$ cat config.mk
export PLATFORM = sky130hd
export DESIGN_NAME = nic_irq_status
export DESIGN_NICKNAME = d
export VERILOG_FILES = /design/src/rtl/nic_irq_pkg.sv /design/src/rtl/nic_irq_stat_bits.sv /design/src/rtl/nic_irq_ctrl_reg.sv /design/src/rtl/nic_irq_decide.sv /design/src/rtl/nic_irq_status.sv
export SDC_FILE = /design/constraint.sdc
export NUM_CORES = 1
export LEC_CHECK = 0
export BUFFER_PORTS_ARGS = -buffer_cell sky130_fd_sc_hd__clkbuf_2
export CORE_UTILIZATION = 47
export DETAILED_ROUTE_END_ITERATION = 16
export PLACE_DENSITY = 0.82
export SKIP_CTS_REPAIR_TIMING = 1
export SLEW_MARGIN = 20
export SYNTH_ARGS = -nofsm -noshare
export SYNTH_HDL_FRONTEND = slang
export SYNTH_SLANG_ARGS = --single-unit
export TNS_END_PERCENT = 5
$ cat constraint.sdc
create_clock -name clk -period 1.9 [get_ports clk]
set_input_delay 0.285 -clock clk [delete_from_list [all_inputs] [get_ports clk]]
set_output_delay 0.285 -clock clk [all_outputs]
set_load 0.01 [all_outputs]
$ cat src/rtl/nic_irq_pkg.sv
package nic_irq_pkg;
  // byte offsets seen by the host
  localparam logic [1:0] OFS_CTRL      = 2'd0;
  localparam logic [1:0] OFS_SPARE     = 2'd1;
  localparam logic [1:0] OFS_STAT_WORD = 2'd2;
  localparam logic [1:0] OFS_STAT_BYTE = 2'd3;
  // control byte bit positions
  localparam int CTRL_GMASK = 0;
  localparam int CTRL_SWREQ = 1;
endpackage

$ cat src/rtl/nic_irq_stat_bits.sv
module nic_irq_stat_bits #(
  parameter int               STAT_W    = 8,
  parameter logic [STAT_W-1:0] IMPL_BITS = 8'hFD
) (
  input  logic              clk,
  input  logic              rst,
  input  logic [STAT_W-1:0] set_i,
  input  logic [STAT_W-1:0] clr_i,
  output logic [STAT_W-1:0] stat_d_o,
  output logic [STAT_W-1:0] stat_q_o
);
  logic [STAT_W-1:0] nxt;

  for (genvar i = 0; i < STAT_W; i++) begin : g_bit
    if (IMPL_BITS[i]) begin : g_impl
      // a set in the same cycle overrides the acknowledge
      assign nxt[i] = (stat_q_o[i] & ~clr_i[i]) | set_i[i];
    end else begin : g_rsvd
      assign nxt[i] = 1'b0;
    end
  end

  always_ff @(posedge clk) begin
    if (rst) stat_q_o <= '0;
    else     stat_q_o <= nxt;
  end

  assign stat_d_o = rst ? '0 : nxt;
endmodule

$ cat src/rtl/nic_irq_ctrl_reg.sv
module nic_irq_ctrl_reg #(
  parameter int CTRL_W = 8
) (
  input  logic              clk,
  input  logic              rst,
  input  logic              load_i,
  input  logic [CTRL_W-1:0] val_i,
  output logic [CTRL_W-1:0] ctrl_d_o,
  output logic [CTRL_W-1:0] ctrl_q_o
);
  always_comb begin
    if (rst)         ctrl_d_o = '0;
    else if (load_i) ctrl_d_o = val_i;
    else             ctrl_d_o = ctrl_q_o;
  end

  always_ff @(posedge clk) ctrl_q_o <= ctrl_d_o;
endmodule

$ cat src/rtl/nic_irq_decide.sv
module nic_irq_decide
  import nic_irq_pkg::*;
#(
  parameter int               STAT_W   = 8,
  parameter logic [STAT_W-1:0] SRC_BITS = 8'hF0
) (
  input  logic [STAT_W-1:0] ctrl_i,
  input  logic [STAT_W-1:0] stat_i,
  output logic              irq_o
);
  logic hw_pend;
  assign hw_pend = |(stat_i & SRC_BITS & ~ctrl_i);

  always_comb begin
    if (ctrl_i[CTRL_GMASK])      irq_o = 1'b0;
    else if (ctrl_i[CTRL_SWREQ]) irq_o = 1'b1;
    else                         irq_o = hw_pend;
  end
endmodule

$ cat src/rtl/nic_irq_status.sv
module nic_irq_status
  import nic_irq_pkg::*;
#(
  parameter int                    DATA_W    = 16,
  parameter int                    ADDR_W    = 2,
  parameter logic [DATA_W/2-1:0]   IMPL_BITS = 8'hFD,
  parameter logic [DATA_W/2-1:0]   SRC_BITS  = 8'hF0
) (
  input  logic              clk,
  input  logic              rst,
  input  logic [DATA_W/2-1:0] evt_i,
  input  logic              we_i,
  input  logic [ADDR_W-1:0] addr_i,
  input  logic [DATA_W-1:0] wdata_i,
  output logic [DATA_W-1:0] rdata_o,
  output logic              irq_o
);
  localparam int BYTE_W = DATA_W / 2;

  logic [BYTE_W-1:0] stat_d, stat_q, ctrl_d, ctrl_q, clr_mask;
  logic              ctrl_load, irq_d;

  assign ctrl_load = we_i && (addr_i == ADDR_W'(OFS_CTRL));

  always_comb begin
    clr_mask = '0;
    if (we_i && addr_i == ADDR_W'(OFS_STAT_WORD)) clr_mask = wdata_i[DATA_W-1:BYTE_W];
    else if (we_i && addr_i == ADDR_W'(OFS_STAT_BYTE)) clr_mask = wdata_i[BYTE_W-1:0];
  end

  nic_irq_stat_bits #(.STAT_W(BYTE_W), .IMPL_BITS(IMPL_BITS)) u_stat (
    .clk(clk), .rst(rst), .set_i(evt_i), .clr_i(clr_mask),
    .stat_d_o(stat_d), .stat_q_o(stat_q));

  nic_irq_ctrl_reg #(.CTRL_W(BYTE_W)) u_ctrl (
    .clk(clk), .rst(rst), .load_i(ctrl_load), .val_i(wdata_i[BYTE_W-1:0]),
    .ctrl_d_o(ctrl_d), .ctrl_q_o(ctrl_q));

  // decision on next-state values so the line moves with the registers
  nic_irq_decide #(.STAT_W(BYTE_W), .SRC_BITS(SRC_BITS)) u_dec (
    .ctrl_i(ctrl_d), .stat_i(stat_d), .irq_o(irq_d));

  always_ff @(posedge clk) begin
    if (rst) begin
      irq_o   <= 1'b0;
      rdata_o <= '0;
    end else begin
      irq_o <= irq_d;
      case (addr_i)
        ADDR_W'(OFS_CTRL):      rdata_o <= {{BYTE_W{1'b0}}, ctrl_q};
        ADDR_W'(OFS_STAT_WORD): rdata_o <= {stat_q, {BYTE_W{1'b0}}};
        ADDR_W'(OFS_STAT_BYTE): rdata_o <= {{BYTE_W{1'b0}}, stat_q};
        default:                rdata_o <= '0;
      endcase
    end
  end
endmodule

# Word level (Yosys, flattened, before mapping)
# Cells that the tools add are included.
[totals] ff_bits=33
[op_classes] n_eq_ne=2 n_mux=7 bitwise=23 reduce_logical=6
[op_table] operator="$pmux 16 s3" n=1
[op_table] operator="$mux 8" n=5
[op_table] operator="$and 8x8->8" n=1
[op_table] operator="$not 8->8" n=1
[op_table] operator="$reduce_or 8->1" n=1
[op_table] operator="$and 1x1->1" n=7
[op_table] operator="$not 1->1" n=7
[op_table] operator="$or 1x1->1" n=7
[op_table] operator="$eq 2x2->1 const B" n=2
[op_table] operator="$logic_and 1x1->1" n=3
[op_table] operator="$logic_not 2->1" n=1
[op_table] operator="$reduce_or 2->1" n=1
[op_table] operator="$mux 1" n=1

# Logic depth before layout (Yosys ltp)
[logic_depth] word_depth=11 mapped_depth=6 mapped_depth_nobuf=4

# Cells and area by module
# A second synthesis with hierarchy kept.
[hier_totals] cells_unflattened=137 hier_area_um2=1345.0
[modules_own_cells] mod="nic_irq_status" instances=1 cells_each=73 area_per_inst_um2=708.2
[modules_own_cells] mod="nic_irq_stat_bits" instances=1 cells_each=31 area_per_inst_um2=316.6
[modules_own_cells] mod="nic_irq_ctrl_reg" instances=1 cells_each=26 area_per_inst_um2=285.3
[modules_own_cells] mod="nic_irq_decide" instances=1 cells_each=7 area_per_inst_um2=35.0

# Worst setup path before layout
# Ideal clock, no wire load.
[synth_timing] path_kind="input to register" from="input port addr_i[0]" to="register irq_o" setup_time_ps=91 arrival_time_ps=1365 required_time_ps=1809 slack_ps=444 path_stages=6 path_buffers=2 path_cell_list="buf_6 -> nor3b_1 -> buf_6 -> mux2i_1 -> a22oi_1 -> a311oi_1"
[synth_via] elab_chain_len=11 elab_cells_between_ends=28
[synth_rtl] item="start, declared" line="nic_irq_status.sv:13" rtl="input logic [ADDR_W-1:0] addr_i,"
[synth_rtl] item="$eq 2x2->1" line="nic_irq_status.sv:28" rtl="else if (we_i && addr_i == ADDR_W'(OFS_STAT_BYTE)) clr_mask = wdata_i[BYTE_W-1:0];"
[synth_rtl] item="$logic_and 1x1->1" line="nic_irq_status.sv:28"
[synth_rtl] item="$mux 8" line="nic_irq_status.sv:28"
[synth_rtl] item="$mux 8" line="nic_irq_status.sv:27" rtl="if (we_i && addr_i == ADDR_W'(OFS_STAT_WORD)) clr_mask = wdata_i[DATA_W-1:BYTE_W];"
[synth_rtl] item="$not 1->1" line="nic_irq_stat_bits.sv:17" rtl="assign nxt[i] = (stat_q_o[i] & ~clr_i[i]) | set_i[i];"
[synth_rtl] item="$and 1x1->1" line="nic_irq_stat_bits.sv:17"
[synth_rtl] item="$or 1x1->1" line="nic_irq_stat_bits.sv:17"
[synth_rtl] item="$mux 8" line="nic_irq_stat_bits.sv:28" rtl="assign stat_d_o = rst ? '0 : nxt;"
[synth_rtl] item="$and 8x8->8" line="nic_irq_decide.sv:12" rtl="assign hw_pend = |(stat_i & SRC_BITS & ~ctrl_i);"
[synth_rtl] item="$reduce_or 8->1" line="nic_irq_decide.sv:12"
[synth_rtl] item="$mux 1" line="nic_irq_decide.sv:16" rtl="else if (ctrl_i[CTRL_SWREQ]) irq_o = 1'b1;"
[synth_rtl] item="end signal, assigned" line="nic_irq_status.sv:48" rtl="irq_o <= irq_d;"
[synth_rtl] item="end, declared" line="nic_irq_status.sv:16" rtl="output logic irq_o"
# Parallel ways exist; a longest one is shown, timed or not.
# A chain may end at the register's enable or synchronous reset.

# Worst setup path in the final report
# Same ends and word-level chain as after synthesis.

==> impl_results.md <==
- Run status: complete, no violations
- Die Height: approximately 52 um
- Area of the die: approximately 0.0027 mm2
- H-tree Lvls: 2
- Synthesized flop and latch total: 31
- Hpwl dp: ~1.8 mm
- # setup viols final: 0
- DR iter-0 viols: 21
- Fmax: 699 MHz
- Fin util: 0.634
- Met1 Use GR: 0.227
- WP data arrival: 1.67 ns
- GRT overflow: 0
- Crit path to: irq_o$_SDFF_PP0_
- GRT Total Usage: 0.215
- GPL Wtd Cong: about 0.75
- Startpoint types: primary input
- GR peak layer: met2
- DRT antenna net count: 0
- Final-report hold violation count: 0
- Count of flip-flops with a built-in enable after synthesis: 0
- Reg clk slew, reported paths: ~0.09 ns
- Met3 Use GR: 0.0580
- Synthesized area: 0.00119 mm2
- Vias in the first global route: just under 1k
- DR pass1 iterations: 4
- IO Port Bufs: 42
- P&R area growth vs syn: 22.0%
- Part of the cycle the worst path needs: 0.753
- Met2 track demand over resource: 0.376
- Reg2Reg Depth: 4
- Layout cells sized above 1: 0.364
- Static Leakage: 0.695 nW
- Part of the Yosys area used for sequential elements: 0.520
- Yosys top cell by area: dfxtp_1
- Largest net degree at the start of global routing: 16
- Crit Path Max Fanout: 8
- Avg WL per Cell: 13.3 um
- Pins Over Slew Limit: 0
- Final net count: 190
- Top cell type's share of synthesized area: 0.520
- Max-capacitance violation count: 0
- Drt drc: 0
- Pwr/cell area: about 820 mW/mm2
- Reg2reg end: irq_o$_SDFF_PP0_
- Yosys Warn Count: 0
- Post-synth ARST share: 0
- Vias: 970
- Min-Delay Path Class: primary input to register
- Antenna violations before repair: 0
- Most frequent cell after synthesis: dfxtp_1
- TNS Setup: 0 ns
- TritonCTS clock tree: done
- Syn_nets: 144
- Routed vias/inst: about 5
- First-pass GRT wire length: 4.15 mm
- Syn_area_per_cell: ~10 um2
- I/O pins: between 40 and 50
- Reg-to-reg startpoint: u_stat.stat_q_o[4]$_DFF_P_
- Worst-Margin Slew: roughly 0.55 ns
- Setup CP Type: primary input to register
- Top post-synthesis cells by area: dfxtp_1, mux2i_1, nor2_1
- Number of diodes: 0
- Final Skew: between 0.005 and 0.006 ns
- Core Region: about 0.0023 mm2
- Synth top cells by count: dfxtp_1, nor2_1, mux2i_1
- Final Critical Period: between 1 and 1.5 ns
- Crit path capture type: register
- Clock Latency Late Sink: about 0.32 ns
- Synth unique cells: 21
- Final WL: between 2 and 3 mm
- Max clock buf depth: 2
- Critical Path Start: addr_i[0]
- R2R Setup Slk: 0.65 ns
- Root Buffer: clkbuf_4
- Cts bufs inserted: 5
- Die width: about 52 um
- Max_slew headroom: 0.632
- Initial Utilization: 0.520
- Clock sink count: 31
- Data required, critical path: 2.14 ns
- Worst IR Drop VDD: 532 uV
- Most used DFF post-synth: dfxtp_1
- Std-Cell Rows: 17
- Syn Inst Count: 115
- RSZ-0062 raised after global routing: no
cells in the final DEF, fill, tap and decap left out, drive strengths merged:
master | Yosys | final
clkinv | 0 | 1
nor2 | 20 | 20
conb | 1 | 1
o21ai | 3 | 3
nor3b | 2 | 2
nand2 | 1 | 1
inv | 8 | 8
nor4b | 1 | 1
a22oi | 9 | 9
and2 | 9 | 9
a311oi | 5 | 5
clkbuf | 3 | 49
a21oi | 3 | 3
mux2 | 4 | 4
buf | 4 | 4
dfxtp | 31 | 31
mux2i | 11 | 11
registers in the layout (all words and copies together), names as in the netlist:
| register | flops |
|---|---|
| irq_o | 1 |
| rdata_o | 15 |
| u_ctrl.ctrl_q_o | 8 |
| u_stat.stat_q_o | 7 |
layout make-up:
| type | count | area (um2) |
|---|---|---|
| inverters | 8 | 30.0 |
| clock buffers | 7 | 45.0 |
| well taps | 28 | 35.0 |
| repair buffers | 46 | 240 |
| fillers | 200 | 841 |
| clock inverters | 1 | 5.00 |
| multi-input cells | 69 | 480 |
| flip-flops and latches | 31 | 621 |
routing by layer:
metal | part of all wire | vias to the layer above
met1 | 0.41 | 442
met3 | 0.055 | 5
met5 | 0 | -
met4 | 0.019 | 0
met2 | 0.51 | 40
li1 | - | 483
logic make-up (layout without fill, tap and decap cells):
family	after synthesis	count (layout)	share of synthesized area
muxes	15	15	0.136
other	1	1	0.00314
buffers and inverters	15	62	0.0776
AOI/OAI and AO/OA	20	20	0.129
DFF	31	31	0.520
and+or+nand+nor	33	33	0.134
per-stage QoR:
stage / area, um2 / total power [mW] / hold WS, ns / setup slack (ns) / std cells
after CTS: 1460 / 1.20 / 0.160 / 0.489 / 190
final: 1460 / 1.19 / 0.168 / 0.468 / 190
after floorplan: 1190 / 0.791 / 0.364 / 0.444 / 115
after global placement: 1410 / 0.840 / 0.462 / 0.213 / 182
after global routing: 1460 / 1.25 / 0.155 / 0.411 / 190
after detailed placement: 1410 / 0.846 / 0.469 / 0.194 / 182
worst min-delay path by stage:
stage                                             start                       endpoint  slack (ns)  cells after the start
after detailed placement  u_stat.stat_q_o[3]$_SDFF_PP0_         rdata_o[11]$_SDFF_PP0_        0.47                      1
after global placement    u_stat.stat_q_o[0]$_SDFF_PP0_          rdata_o[8]$_SDFF_PP0_        0.46                      1
after CTS                                      evt_i[3]  u_stat.stat_q_o[3]$_SDFF_PP0_        0.16                      3
after floorplan                               addr_i[1]          rdata_o[1]$_SDFF_PP0_        0.36                      1
after global routing                           evt_i[2]  u_stat.stat_q_o[2]$_SDFF_PP0_        0.15                      3
final                                          evt_i[2]  u_stat.stat_q_o[2]$_SDFF_PP0_        0.17                      3
worst max-delay path, cell delays in order:
cell and delay, ns:
clkbuf_2 0.19, nor3b_1 0.25, buf_4 0.24, mux2i_1 0.29, a22oi_1 0.15, a311oi_1 0.25
power breakdown:
part,switching (mW),total (mW),internal [mW]
sequential,0.0130,0.689,0.676
combinational,0.0752,0.144,0.0683
clock,0.213,0.357,0.144
No activity file was read; power rests on OpenSTA's default activity.
